**config.mk**
```make
export PLATFORM = sky130hd
export DESIGN_NAME = edge_level_irq_bridge
export DESIGN_NICKNAME = d
export VERILOG_FILES = /design/src/rtl/intb_pkg.sv /design/src/rtl/intb_sync.sv /design/src/rtl/intb_edge.sv /design/src/rtl/intb_regs.sv /design/src/rtl/edge_level_irq_bridge.sv
export SDC_FILE = /design/constraint.sdc
export NUM_CORES = 1
export LEC_CHECK = 0
export BUFFER_PORTS_ARGS = -buffer_cell sky130_fd_sc_hd__buf_2
export CORE_AREA = 2 2 39 41
export DETAILED_ROUTE_END_ITERATION = 10
export DIE_AREA = 0 0 41 43
export RECOVER_POWER = 25
export SLEW_MARGIN = 25
export SYNTH_ARGS = -nofsm -noshare
export SYNTH_HDL_FRONTEND = slang
export SYNTH_SLANG_ARGS = --single-unit
```
**constraint.sdc**
```tcl
create_clock -name clk -period 1.2 [get_ports clk]
set_clock_uncertainty 0.15 [all_clocks]
set_input_delay 0.3 -clock clk [delete_from_list [all_inputs] [get_ports clk]]
set_output_delay 0.3 -clock clk [all_outputs]
set_load 0.05 [all_outputs]
```
**src/rtl/intb_pkg.sv**
```systemverilog
package intb_pkg;
   // byte offsets of the software-visible locations
   localparam int unsigned OFS_STATUS = 0;
   localparam int unsigned OFS_ENABLE = 4;
   localparam int unsigned OFS_CLEAR  = 8;

   typedef enum logic [1:0] {
      SEL_STATUS = 2'd0,
      SEL_ENABLE = 2'd1,
      SEL_CLEAR  = 2'd2,
      SEL_NONE   = 2'd3
   } reg_sel_e;
endpackage

```
**src/rtl/intb_sync.sv**
```systemverilog
module intb_sync #(
   parameter int unsigned STAGES    = 2,
   parameter logic        RESET_VAL = 1'b0
) (
   input  logic clk,
   input  logic rst_n,
   input  logic d_i,
   output logic q_o
);
   if (STAGES < 2) begin : g_bad_stages
      $error("intb_sync: STAGES must be at least 2");
   end

   logic [STAGES-1:0] chain_q;

   always_ff @(posedge clk) begin
      if (!rst_n) chain_q <= {STAGES{RESET_VAL}};
      else        chain_q <= {chain_q[STAGES-2:0], d_i};
   end

   assign q_o = chain_q[STAGES-1];
endmodule

```
**src/rtl/intb_edge.sv**
```systemverilog
module intb_edge #(
   parameter bit RISING = 1'b1
) (
   input  logic clk,
   input  logic rst_n,
   input  logic lvl_i,
   output logic pulse_o
);
   localparam logic IDLE_LVL = ~RISING;

   logic prev_q;

   always_ff @(posedge clk) begin
      if (!rst_n) prev_q <= IDLE_LVL;
      else        prev_q <= lvl_i;
   end

   if (RISING) begin : g_rise
      assign pulse_o = lvl_i & ~prev_q;
   end else begin : g_fall
      assign pulse_o = ~lvl_i & prev_q;
   end

   // an edge yields a one-cycle pulse; a held level never re-fires
   assert_single_pulse_R9: assert property (@(posedge clk) disable iff (!rst_n)
      pulse_o |=> !pulse_o);
endmodule

```
**src/rtl/intb_regs.sv**
```systemverilog
module intb_regs
   import intb_pkg::*;
#(
   parameter int unsigned ADDR_W = 4,
   parameter int unsigned DATA_W = 8
) (
   input  logic              clk,
   input  logic              rst_n,
   input  logic              evt_i,
   input  logic              we_i,
   input  logic [ADDR_W-1:0] addr_i,
   input  logic [DATA_W-1:0] wdata_i,
   output logic [DATA_W-1:0] rdata_o,
   output logic              irq_o
);
   localparam logic [ADDR_W-1:0] A_STATUS = ADDR_W'(OFS_STATUS);
   localparam logic [ADDR_W-1:0] A_ENABLE = ADDR_W'(OFS_ENABLE);
   localparam logic [ADDR_W-1:0] A_CLEAR  = ADDR_W'(OFS_CLEAR);

   reg_sel_e sel;
   logic     latch_q, mask_q;
   logic     en_hit, clr_hit;

   always_comb begin
      if      (addr_i == A_STATUS) sel = SEL_STATUS;
      else if (addr_i == A_ENABLE) sel = SEL_ENABLE;
      else if (addr_i == A_CLEAR)  sel = SEL_CLEAR;
      else                         sel = SEL_NONE;
   end

   assign en_hit  = we_i && (sel == SEL_ENABLE);
   assign clr_hit = we_i && (sel == SEL_CLEAR) && wdata_i[0];

   // a new event wins over a concurrent clear
   always_ff @(posedge clk) begin
      if (!rst_n) latch_q <= 1'b0;
      else        latch_q <= evt_i | (latch_q & ~clr_hit);
   end

   always_ff @(posedge clk) begin
      if (!rst_n)      mask_q <= 1'b0;
      else if (en_hit) mask_q <= wdata_i[0];
   end

   always_comb begin
      rdata_o = '0;
      case (sel)
         SEL_STATUS: rdata_o[0] = latch_q;
         SEL_ENABLE: rdata_o[0] = mask_q;
         default:    rdata_o    = '0;
      endcase
   end

   assign irq_o = latch_q & mask_q;

   assert_edge_sets_R1: assert property (@(posedge clk) disable iff (!rst_n)
      evt_i |=> latch_q);
   assert_sticky_R1: assert property (@(posedge clk) disable iff (!rst_n)
      (latch_q && !clr_hit) |=> latch_q);
   assert_mask_quiet_R4: assert property (@(posedge clk) disable iff (!rst_n)
      (en_hit && !wdata_i[0]) |=> !irq_o);
   assert_clear_R6: assert property (@(posedge clk) disable iff (!rst_n)
      (clr_hit && !evt_i) |=> (!latch_q && !irq_o));
   assert_race_keep_R7: assert property (@(posedge clk) disable iff (!rst_n)
      (clr_hit && evt_i) |=> latch_q);
   assert_unmask_R8: assert property (@(posedge clk) disable iff (!rst_n)
      (en_hit && wdata_i[0] && latch_q && !clr_hit) |=> irq_o);
endmodule

```
**src/rtl/edge_level_irq_bridge.sv**
```systemverilog
module edge_level_irq_bridge #(
   parameter int unsigned SYNC_STAGES = 2,
   parameter bit          RISING_EDGE = 1'b1,
   parameter int unsigned ADDR_W      = 4,
   parameter int unsigned DATA_W      = 8
) (
   input  logic              clk,
   input  logic              rst_n,
   input  logic              req_edge_i,
   input  logic              reg_we_i,
   input  logic [ADDR_W-1:0] reg_addr_i,
   input  logic [DATA_W-1:0] reg_wdata_i,
   output logic [DATA_W-1:0] reg_rdata_o,
   output logic              irq_pull_low_o
);
   if (ADDR_W < 4) begin : g_bad_addr
      $error("edge_level_irq_bridge: ADDR_W must reach offset 8");
   end
   if (DATA_W < 1) begin : g_bad_data
      $error("edge_level_irq_bridge: DATA_W must be at least 1");
   end

   logic req_sync, evt_pulse;

   intb_sync #(
      .STAGES    (SYNC_STAGES),
      .RESET_VAL (~RISING_EDGE)
   ) u_sync (
      .clk   (clk),
      .rst_n (rst_n),
      .d_i   (req_edge_i),
      .q_o   (req_sync)
   );

   intb_edge #(
      .RISING (RISING_EDGE)
   ) u_edge (
      .clk     (clk),
      .rst_n   (rst_n),
      .lvl_i   (req_sync),
      .pulse_o (evt_pulse)
   );

   intb_regs #(
      .ADDR_W (ADDR_W),
      .DATA_W (DATA_W)
   ) u_regs (
      .clk     (clk),
      .rst_n   (rst_n),
      .evt_i   (evt_pulse),
      .we_i    (reg_we_i),
      .addr_i  (reg_addr_i),
      .wdata_i (reg_wdata_i),
      .rdata_o (reg_rdata_o),
      .irq_o   (irq_pull_low_o)
   );
endmodule

```
; Yosys cells after proc, flatten, opt, wreduce, memory -nomap -nowiden
; Index checks and enable logic that the tools add are counted.
[classes]
add_sub_neg = 0
multipliers = 0
div = 0
n_lt_le_gt_ge = 0
n_eq_ne = 4
shifts = 0
mux = 4
bitwise_logic = 6
reduce_logical = 5
[ops]
columns = cell, n
row1 = 4-bit by 3-bit == test with 1-bit output (second input constant), 1
row2 = 4-bit == test (second input constant), 1
row3 = 4-bit zero test, 1
row4 = 2-bit two-way mux, 2
row5 = 1-bit AND, 3
row6 = 1-bit logical AND, 3
row7 = 2-bit by 1-bit == test with 1-bit output (second input constant), 1
row8 = 2-bit == test (second input constant), 1
row9 = 2-bit zero test, 1
row10 = 1-bit inverter, 2
row11 = 1-bit case mux with 2 select lines, 1
row12 = 1-bit two-way mux, 1
row13 = 1-bit OR, 1
[word_totals]
regBits = 5
latchBits = 0
ramBits = 0
mem_bits_ro = 0
in_bits = 16
out_inout_bits = 9
wordCells = 23
mem_count = 0

; Logic depth before layout (Yosys ltp)
; Gate-level depths: netlist (run 1).
[depth]
depth_word = 10
depth_mapped = 3
ltp_nobuf = 3

; Cells and area by module
; A second synthesis (run 1) with hierarchy kept.
[unflattened]
cells_unflattened = 29
hier_area_um2 = 269.0
[modules_own_cells]
columns = module, n_inst, cells_per_inst, area_each_um2, seq_area_each_um2
row1 = intb_regs, 1, 22, 176.4, 40.0
row2 = intb_sync, 1, 4, 52.6, 40.0
row3 = intb_edge, 1, 3, 40.0, 20.0

; Least setup slack after synthesis (run 1)
; Ideal clock, no wire load.
[synth_path]
path_kind = input port to output port
start = input port reg_addr_i[3]
end = output port reg_rdata_o[0]
arrival_time_ps = 1206
t_required_ps = 750
slack_ps = -456
path_stages = 2
n_path_buf = 0
path_cell_list = nor3_2 -> nor2b_1
[synth_via]
elab_chain_cells = 6
word_cells_on_any_way = 9
classes_between = eq/ne: 3 / mux: 4 / reduce/logical: 2
[synth_lines]
columns = element, line_no
row1 = "start, declared", edge_level_irq_bridge.sv:11  ; input logic [ADDR_W-1:0] reg_addr_i,
row2 = 4-bit == test, intb_regs.sv:27  ; else if (addr_i == A_CLEAR) sel = SEL_CLEAR;
row3 = 1-bit two-way mux, intb_regs.sv:27
row4 = 2-bit two-way mux, intb_regs.sv:26  ; else if (addr_i == A_ENABLE) sel = SEL_ENABLE;
row5 = 2-bit two-way mux *, intb_regs.sv:25  ; if (addr_i == A_STATUS) sel = SEL_STATUS;
row6 = 2-bit by 1-bit == test with 1-bit output / 2-bit zero test (equally long branches), intb_regs.sv:47  ; case (sel)
row7 = 1-bit case mux with 2 select lines *, intb_regs.sv:47
row8 = "end, declared", edge_level_irq_bridge.sv:13  ; output logic [DATA_W-1:0] reg_rdata_o,
; Every way passes the cells marked *; elsewhere a longest branch is shown, timed or not.

; Worst setup path in the final report (run 1)
[layout_path]
start = register u_regs.mask_q
end = output port reg_rdata_o[0]
[layout_via]
elab_chain_cells = 1
[layout_lines]
columns = element, line_no
row1 = "start, declared", intb_regs.sv:21  ; logic latch_q, mask_q;
row2 = "start signal, assigned", intb_regs.sv:42  ; else if (en_hit) mask_q <= wdata_i[0];
row3 = 1-bit case mux with 2 select lines, intb_regs.sv:47
; Every way passes these cells.

==> results of run 1 <==
-- power groups by stage --
stage / Sequential [mW] / Clock, mW / Combinational [mW]
after floorplan: 0.178 / 0 / 0.0787
after global placement: 0.178 / 0 / 0.0910
after detailed placement: 0.178 / 0 / 0.0918
after CTS: 0.176 / 0.204 / 0.0940
after global routing: 0.176 / 0.219 / 0.101
final: 0.175 / 0.195 / 0.0953
-- cells in the final DEF (no fill, tap or decap), types with 2 or more instances in the layout --
cell,count
and2_1,3
buf_2,7
buf_4,4
clkbuf_1,2
clkbuf_4,3
conb_1,7
dfxtp_1,3
nand2_1,3
-- worst max-delay path, cell delays in order (launching register included) --
cell	delay, ps
dfxtp_4	350
mux2i_4	150
nor2b_4	60
buf_8	140
-- metal layers --
layer / global-route usage (%) / vias to the layer above / share of wire [%] / routed length (um)
li1: - / 113 / - / -
met1: 6.49 / 86 / 45 / 216
met2: 9.69 / 15 / 42 / 200
met3: 6.28 / 0 / 12 / 59
met4: 4.00 / 0 / 0 / 0
met5: 0 / - / 0 / 0
-- cells by family after synthesis --
family	share of synthesized area (%)
flip-flops	39.4
AO/OA/AOI/OAI	5.42
buffers and inverters	22.2
AND/OR/NAND/NOR	23.6
other	1.48
multiplexers	7.88
-- flip-flops by register name (all words and copies together) (netlist names) --
| register | flops |
|---|---|
| u_edge.prev_q | 1 |
| u_regs.latch_q | 1 |
| u_regs.mask_q | 1 |
| u_sync.chain_q | 2 |
-- through the flow --
step,hold slack [ps],utilization [%],area [um2]
global route,102,28.7,397
finish,119,28.7,397
global placement,242,24.4,338
detailed placement,247,24.4,338
floorplan,239,-,290
CTS,111,27.7,383
-- worst paths after layout --
path	endpoint	slack [ps]	depth (start not counted)
max reg2reg	u_regs.latch_q	430	2
max	reg_rdata_o[0]	-190	3
min reg2reg	u_regs.latch_q	240	1
min	u_sync.chain_q[0]	120	2
-- final cells by class --
class / count / area [um2] / area share, %
clock buffer: 4 / 26.3 / 6.62
tap: 16 / 20.0 / 5.05
inverter: 1 / 3.75 / 0.946
multi-input combinational: 21 / 146 / 36.9
sequential: 5 / 105 / 26.5
timing repair buffer: 14 / 95.1 / 24.0
-- timing repair --
| item | in CTS | in global routing |
|---|---|---|
| resized for setup | 7 | 3 |
| buffers inserted | 0 | 0 |
| endpoints found under the setup margin | 2 | 2 |
| cloned | 0 | 0 |
==> flow_metrics.env, run 1 <==
export IMPL_totalPowerFinal_mw=0.465
export IMPL_critPathRequiredTime_ps=750
export IMPL_cts_made_buffers=3
export IMPL_max_freq_mhz=718
export IMPL_dr_pass1_iters=1
export IMPL_switching_power_mw=0.140
export IMPL_ys_async_sr_fraction_pct=0
export IMPL_cts_clk_slew_worst_paths_ps=40
export IMPL_dieHeight_um=43
export IMPL_postCtsHoldBufs=0
export IMPL_cts_root_buf="clkbuf_4"
export IMPL_path_max_fanout=3
export IMPL_crit_start="u_regs.mask_q"
export IMPL_min_period_ps=1390
export IMPL_antenna_found_initial=0
export IMPL_dp_cells=57
export IMPL_postSynthAreaPerCell_um2=9.07
export IMPL_core_area_um2=1380
export IMPL_yosysMostFrequentCell="buf_4"
export IMPL_ys_seq_area_share_pct=39.4
export IMPL_syn_area_um2=254
export IMPL_violations="negative setup slack"
export IMPL_io_buffers=10
export IMPL_dpl_hpwl_um=368
export IMPL_p_leak_nw=0.187
export IMPL_diodes=0
export IMPL_synth_edf_count=0
export IMPL_final_cells=61
export IMPL_io_pins=25
export IMPL_synth_commonest_cells="buf_4, dfxtp_1, and2_1, nand2_1, mux2i_1"
export IMPL_area_growth_pct=56.2
export IMPL_synth_top_area_share_pct=39.4
export IMPL_grt_max_degree=7
export IMPL_clk_latency_ps=240
export IMPL_fillerInstances=161
export IMPL_p_int_mw=0.325
export IMPL_period_share_pct=116
export IMPL_rsz0062_at_grt="yes"
export IMPL_pwr_share_comb_pct=20.5
export IMPL_min_path_type="in -> reg"
export IMPL_synth_flop_cell="dfxtp_1"
export IMPL_first_iter_violations=0
export IMPL_drc=0
export IMPL_synth_area_leaders="dfxtp_1, buf_4, mux2i_1, and2_1, nand2_1"
export IMPL_fin_setup_tns_ps=-339
export IMPL_globalplace_congestion=0.554
export IMPL_p_sw_share_pct=30.1
export IMPL_ant_nets=0
export IMPL_h_tree_depth=1
export IMPL_wl_um=476
export IMPL_ys_types=13
export IMPL_die_x_um=41
export IMPL_status="complete, but fails checks"
export IMPL_pwr_share_seq_pct=37.7
export IMPL_yosys_area_top_type="dfxtp_1"
export IMPL_wire_per_inst_um=7.80
export IMPL_final_nets=62
export IMPL_finalHoldViolations=0
export IMPL_cts_tree="built"
export IMPL_cts_sinks=5
export IMPL_start_kind="flop"
export IMPL_worst_slack_ps=-192
export IMPL_grt_pass1_vias=191
export IMPL_ctsLongestPathBuffers=2
export IMPL_grt_ovfl_total=0
export IMPL_via_count=214
export IMPL_netlist_instances=28
export IMPL_die_area_um2=1760
export IMPL_slew_viol_final=0
export IMPL_vias_per_cell=3.51
export IMPL_setup_viol=2
export IMPL_drive_gt1_share_pct=46.7
export IMPL_arrival_ps=940
export IMPL_worst_setup_path_type="reg -> out"
export IMPL_holdCritStartpoint="req_edge_i"
export IMPL_row_count=14
export IMPL_dp_slack_ps=-291
export IMPL_critPathCaptureType="output pin"
export IMPL_timing_rr_start="u_regs.latch_q"
export IMPL_grt_util_all_layers_pct=6.95
export IMPL_ir_worst_vdd_uv=705
export IMPL_synth_warnings=0
export IMPL_clkPwrFrac_pct=41.8
export IMPL_maxCapViolations=0
export IMPL_grt_pass1_wl_um=738
export IMPL_ys_ff_latch=5
export IMPL_initial_core_util_pct=18.4
export IMPL_power_density_nw_per_um2=1170
No activity file was read; power rests on OpenSTA's default activity.
==> run 2: changes to the inputs <==
- RECOVER_POWER: 25 -> 100
- TNS_END_PERCENT: not set -> 1
==> run 2 against run 1 <==
The run still ends with negative setup slack left. Register-to-register slack hardly changed. Cell count stayed put. Clock power hardly changed. Die area stayed put. Final area stayed put. Critical path depth stayed put. Worst setup slack stayed put. Sequential power hardly changed. Critical path type unchanged.
==> flow_metrics.env, run 2 (same netlist as run 1, synthesis figures left out) <==
export IMPL_status="complete, but fails checks"
export IMPL_violations="negative setup slack"
export IMPL_min_path_type="in -> reg"
export IMPL_rrSetupSlack_ps=430
export IMPL_largest_reg_flops=2
export IMPL_slew_viol_final=0
export IMPL_p_sw_share_pct=30.1
export IMPL_cts_root_buf="clkbuf_4"
export IMPL_dp_slack_ps=-291
export IMPL_finalCoreUtilization_pct=28.7
export IMPL_register_area_um2=105
export IMPL_regMostFlops="u_sync.chain_q"
export IMPL_core_area_um2=1380
export IMPL_first_iter_violations=0
export IMPL_drc=0
export IMPL_pwr_share_comb_pct=20.5
export IMPL_die_x_um=41
export IMPL_via_count=214
export IMPL_vias_per_cell=3.51
export IMPL_final_nets=62
export IMPL_min_period_ps=1390
export IMPL_r2r_cells=2
export IMPL_critPathCaptureType="output pin"
export IMPL_path_max_fanout=3
export IMPL_fin_hold_ws_ps=119
export IMPL_final_cell_mix="conb_1, buf_2, buf_4"
export IMPL_row_count=14
export IMPL_clk_latency_ps=240
export IMPL_placed_cell_area_um2=338
export IMPL_power_density_nw_per_um2=1170
export IMPL_grt_max_degree=7
export IMPL_critPathRequiredTime_ps=750
export IMPL_rsz0062_at_grt="yes"
export IMPL_hold_path_end="u_sync.chain_q[0]"
export IMPL_holdPathStages=2
export IMPL_grt_use_met3_pct=6.28
export IMPL_max_freq_mhz=718
export IMPL_dieHeight_um=43
export IMPL_dp_cells=57
export IMPL_cts_made_buffers=3
export IMPL_timing_rr_start="u_regs.latch_q"
export IMPL_cts_sinks=5
export IMPL_start_kind="flop"
export IMPL_dpl_hpwl_um=368
export IMPL_area_growth_pct=56.2
export IMPL_holdCritStartpoint="req_edge_i"
export IMPL_setup_viol=2
export IMPL_grt_util_all_layers_pct=6.95
export IMPL_grt_ovfl_total=0
export IMPL_worst_setup_path_type="reg -> out"
export IMPL_ant_nets=0
export IMPL_grt_pass1_wl_um=745
export IMPL_fin_area_um2=397
export IMPL_busiest_layer="met2"
export IMPL_initial_core_util_pct=18.4
export IMPL_dr_pass1_iters=1
export IMPL_maxCapViolations=0
export IMPL_cts_clk_slew_worst_paths_ps=40
export IMPL_ctsLongestPathBuffers=2
export IMPL_period_share_pct=116
export IMPL_pwr_share_seq_pct=37.7
export IMPL_globalplace_congestion=0.554
export IMPL_fin_setup_tns_ps=-339
export IMPL_grt_met1_usage_pct=6.82
export IMPL_h_tree_depth=1
export IMPL_clkPwrFrac_pct=41.8
export IMPL_final_cells=61
export IMPL_p_int_mw=0.325
export IMPL_multi_input_area_um2=146
export IMPL_die_area_um2=1760
export IMPL_worst_slack_ps=-192
export IMPL_wire_per_inst_um=7.80
export IMPL_diodes=0
export IMPL_switching_power_mw=0.140
export IMPL_totalPowerFinal_mw=0.465
export IMPL_worst_r2r_endpoint="u_regs.latch_q"
export IMPL_p_leak_nw=0.187
export IMPL_drive_gt1_share_pct=46.7
export IMPL_wl_um=476
export IMPL_fillerInstances=161
export IMPL_cts_tree="built"
export IMPL_io_buffers=10
export IMPL_io_pins=25
export IMPL_finalHoldViolations=0
export IMPL_grt_pass1_vias=192
export IMPL_antenna_found_initial=0
export IMPL_ir_worst_vdd_uv=705
export IMPL_arrival_ps=940
export IMPL_grt_use_met2_pct=9.38
run 2: cell counts in the layout (fill, tap and decap cells not counted):
Identical to the previous run, type by type.
run 2: worst max path at each step:
stage	from	to	slack (ps)	cells past startpoint
after detailed placement	reg_addr_i[3]	reg_rdata_o[0]	-290	4
after global routing	u_regs.latch_q	reg_rdata_o[0]	-240	3
after CTS	u_regs.latch_q	reg_rdata_o[0]	-240	3
after global placement	reg_addr_i[3]	reg_rdata_o[0]	-270	4
after floorplan	reg_addr_i[3]	reg_rdata_o[0]	-60	2
final	u_regs.mask_q	reg_rdata_o[0]	-190	3
run 2: power groups by stage:
| stage | combinational, mW | clock (mW) | sequential [mW] |
|---|---|---|---|
| after floorplan | 0.0787 | 0 | 0.178 |
| final | 0.0953 | 0.195 | 0.175 |
| after CTS | 0.0940 | 0.204 | 0.176 |
| after global routing | 0.101 | 0.219 | 0.176 |
| after detailed placement | 0.0918 | 0 | 0.178 |
| after global placement | 0.0910 | 0 | 0.178 |
run 2: worst max-delay path, cell delays in order (launching register included):
cell and delay, ps:
dfxtp_4 350, mux2i_4 150, nor2b_4 60, buf_8 140
run 2: area by class of cell:
class / count / area share [%]
multi-input combinational: 21 / 36.9
clock buffer: 4 / 6.62
inverter: 1 / 0.946
timing repair buffer: 14 / 24.0
sequential: 5 / 26.5
tap: 16 / 5.05
run 2: per-layer routing:
metal	vias to the layer above	wire, um
met5	-	0
met4	0	0
met3	0	59
met2	15	200
met1	86	216
li1	113	-
run 2: what timing repair did:
item	4_1_cts	5_1_grt
hold buffers	0	0
setup buffers	0	0
setup endpoints to repair	2	2
pin swaps	0	0
gates resized for setup	7	3
==> run 3: changes to the inputs <==
==> constraint.sdc (replaced) <==
create_clock -name clk -period 1.2 [get_ports clk]
set_clock_uncertainty 0.15 [all_clocks]
set_input_delay 0.06 -clock clk [delete_from_list [all_inputs] [get_ports clk]]
set_output_delay 0.06 -clock clk [all_outputs]
set_load 0.05 [all_outputs]
==> run 3 against run 2 <==
The run now ends clean. Core utilization increased by 0.27 points. Sequential share of layout area shrank 0.87 points. Global-route usage shrank 0.21 points. Via count grew 9.3%. Register-to-register slack improved by 30 ps. Non-clock buffer count increased by 3. Critical endpoint is now u_regs.latch_q. Largest power group unchanged.
==> flow_metrics.env, run 3 (same netlist as run 1, synthesis figures left out) <==
export IMPL_fin_setup_tns_ps=0
export IMPL_max_freq_mhz=878
export IMPL_final_cells=64
export IMPL_cpPeakStageDelay_ps=520
export IMPL_die_x_um=41
export IMPL_dpl_hpwl_um=314
export IMPL_pwr_share_seq_pct=38.0
export IMPL_drc=0
export IMPL_setup_viol=0
export IMPL_clkPwrFrac_pct=41.1
export IMPL_rrSetupSlack_ps=460
export IMPL_worst_setup_path_type="in -> reg"
export IMPL_regMostFlops="u_sync.chain_q"
export IMPL_finalHoldViolations=0
export IMPL_final_cell_mix="buf_2, conb_1, dlygate4sd3_1"
export IMPL_mostFrequentLayoutCell="buf_2"
export IMPL_wire_per_inst_um=7.84
export IMPL_diodes=0
export IMPL_cts_sinks=5
export IMPL_postCtsSetupBuffers=0
export IMPL_globalplace_congestion=0.554
export IMPL_min_period_ps=1140
export IMPL_largest_reg_flops=2
export IMPL_first_iter_violations=3
export IMPL_finalCoreUtilization_pct=28.9
export IMPL_grt_max_degree=7
export IMPL_path_max_fanout=2
export IMPL_drive_gt1_share_pct=33.3
export IMPL_ir_worst_vdd_uv=552
export IMPL_timing_rr_start="u_regs.latch_q"
export IMPL_rsz0062_at_grt="yes"
export IMPL_ctsLongestPathBuffers=2
export IMPL_cts_clk_slew_worst_paths_ps=40
export IMPL_maxCapViolations=0
export IMPL_grt_util_all_layers_pct=6.74
export IMPL_slew_viol_final=0
export IMPL_start_kind="input port"
export IMPL_min_path_type="in -> reg"
export IMPL_crit_path_end="u_regs.latch_q"
export IMPL_via_count=234
export IMPL_final_nets=65
export IMPL_dr_pass1_iters=2
export IMPL_core_area_um2=1380
export IMPL_h_tree_depth=1
export IMPL_p_sw_share_pct=28.6
export IMPL_worst_r2r_endpoint="u_regs.latch_q"
export IMPL_r2r_cells=2
export IMPL_cts_root_buf="clkbuf_4"
export IMPL_grt_pass1_vias=217
export IMPL_cp_slowest_cell="dlygate4sd3_1"
export IMPL_p_leak_nw=0.192
export IMPL_vias_per_cell=3.66
export IMPL_grt_ovfl_total=0
export IMPL_p_int_mw=0.330
export IMPL_status="finished, final reports clean"
export IMPL_wl_um=502
export IMPL_crit_start="reg_wdata_i[0]"
export IMPL_row_count=14
export IMPL_critPathRequiredTime_ps=1160
export IMPL_cts_tree="built"
export IMPL_antenna_found_initial=0
export IMPL_initial_core_util_pct=18.4
export IMPL_clk_latency_ps=240
export IMPL_period_share_pct=94.9
export IMPL_die_area_um2=1760
export IMPL_grt_pass1_wl_um=724
export IMPL_ant_nets=0
export IMPL_io_pins=25
export IMPL_area_growth_pct=57.6
export IMPL_pwr_share_comb_pct=20.9
export IMPL_power_density_nw_per_um2=1160
export IMPL_holdPathStages=4
export IMPL_arrival_ps=1100
export IMPL_critPathCaptureType="flop"
export IMPL_cp_cell_sequence="dlygate4sd3_1 -> buf_2 -> nand4b_1 -> o311ai_1 -> o21ai_1"
export IMPL_dp_cells=53
export IMPL_dieHeight_um=43
export IMPL_io_buffers=10
export IMPL_switching_power_mw=0.132
export IMPL_cts_made_buffers=3
-- run 3: layout make-up --
cell class                 instances  area (um2)
multi-input combinational         21         123
tap                               16        20.0
inverter                           1        3.75
timing repair buffer              17         125
sequential                         5         103
clock buffer                       4        26.3
fill                             145         983
-- run 3: worst min-delay path by stage --
stage | from | to | slack [ps]
after floorplan | rst_n | u_edge.prev_q | 30
after global placement | req_edge_i | u_sync.chain_q[0] | 120
after detailed placement | req_edge_i | u_sync.chain_q[0] | 120
after CTS | reg_addr_i[0] | u_regs.mask_q | 4
after global routing | reg_addr_i[3] | u_regs.mask_q | 20
final | reg_addr_i[1] | u_regs.mask_q | 10
-- run 3: power groups by stage --
stage	Sequential, mW	Clock [mW]	Combinational (mW)
2_1_floorplan	0.178	0	0.0767
3_3_place_gp	0.178	0	0.0779
3_5_place_dp	0.178	0	0.0781
4_1_cts	0.175	0.201	0.0961
5_1_grt	0.177	0.217	0.103
6_report	0.176	0.190	0.0965
-- run 3: timing repair --
action	4_1_cts	5_1_grt
resized for setup	1	3
endpoints found under the setup margin	1	3
hold endpoints to repair	5	0
hold buffers	7	0
-- run 3: layer usage --
layer / track usage [%] / share of wire (%) / routed length [um] / vias to the layer above
met5: 0 / 0 / 0 / -
met1: 4.85 / 41 / 208 / 102
met2: 10.6 / 46 / 233 / 14
li1: - / - / - / 118
met4: 4.00 / 0 / 0 / 0
met3: 6.28 / 12 / 60 / 0
-- run 3: per-stage QoR --
step | setup slack, ps | hold slack (ps) | area (um2) | total power [mW]
floorplan | 151 | 26.8 | 279 | 0.255
global placement | 224 | 115 | 297 | 0.256
detailed placement | 218 | 121 | 297 | 0.257
CTS | 11.7 | 3.71 | 395 | 0.473
global route | -10.0 | 23.8 | 400 | 0.497
finish | 60.8 | 14.3 | 400 | 0.463
-- run 3: critical path: cells and delay by family --
family,cells,cell delay (ps)
buffers and inverters,2,630
AO/OA/AOI/OAI,2,320
AND/OR/NAND/NOR,1,90
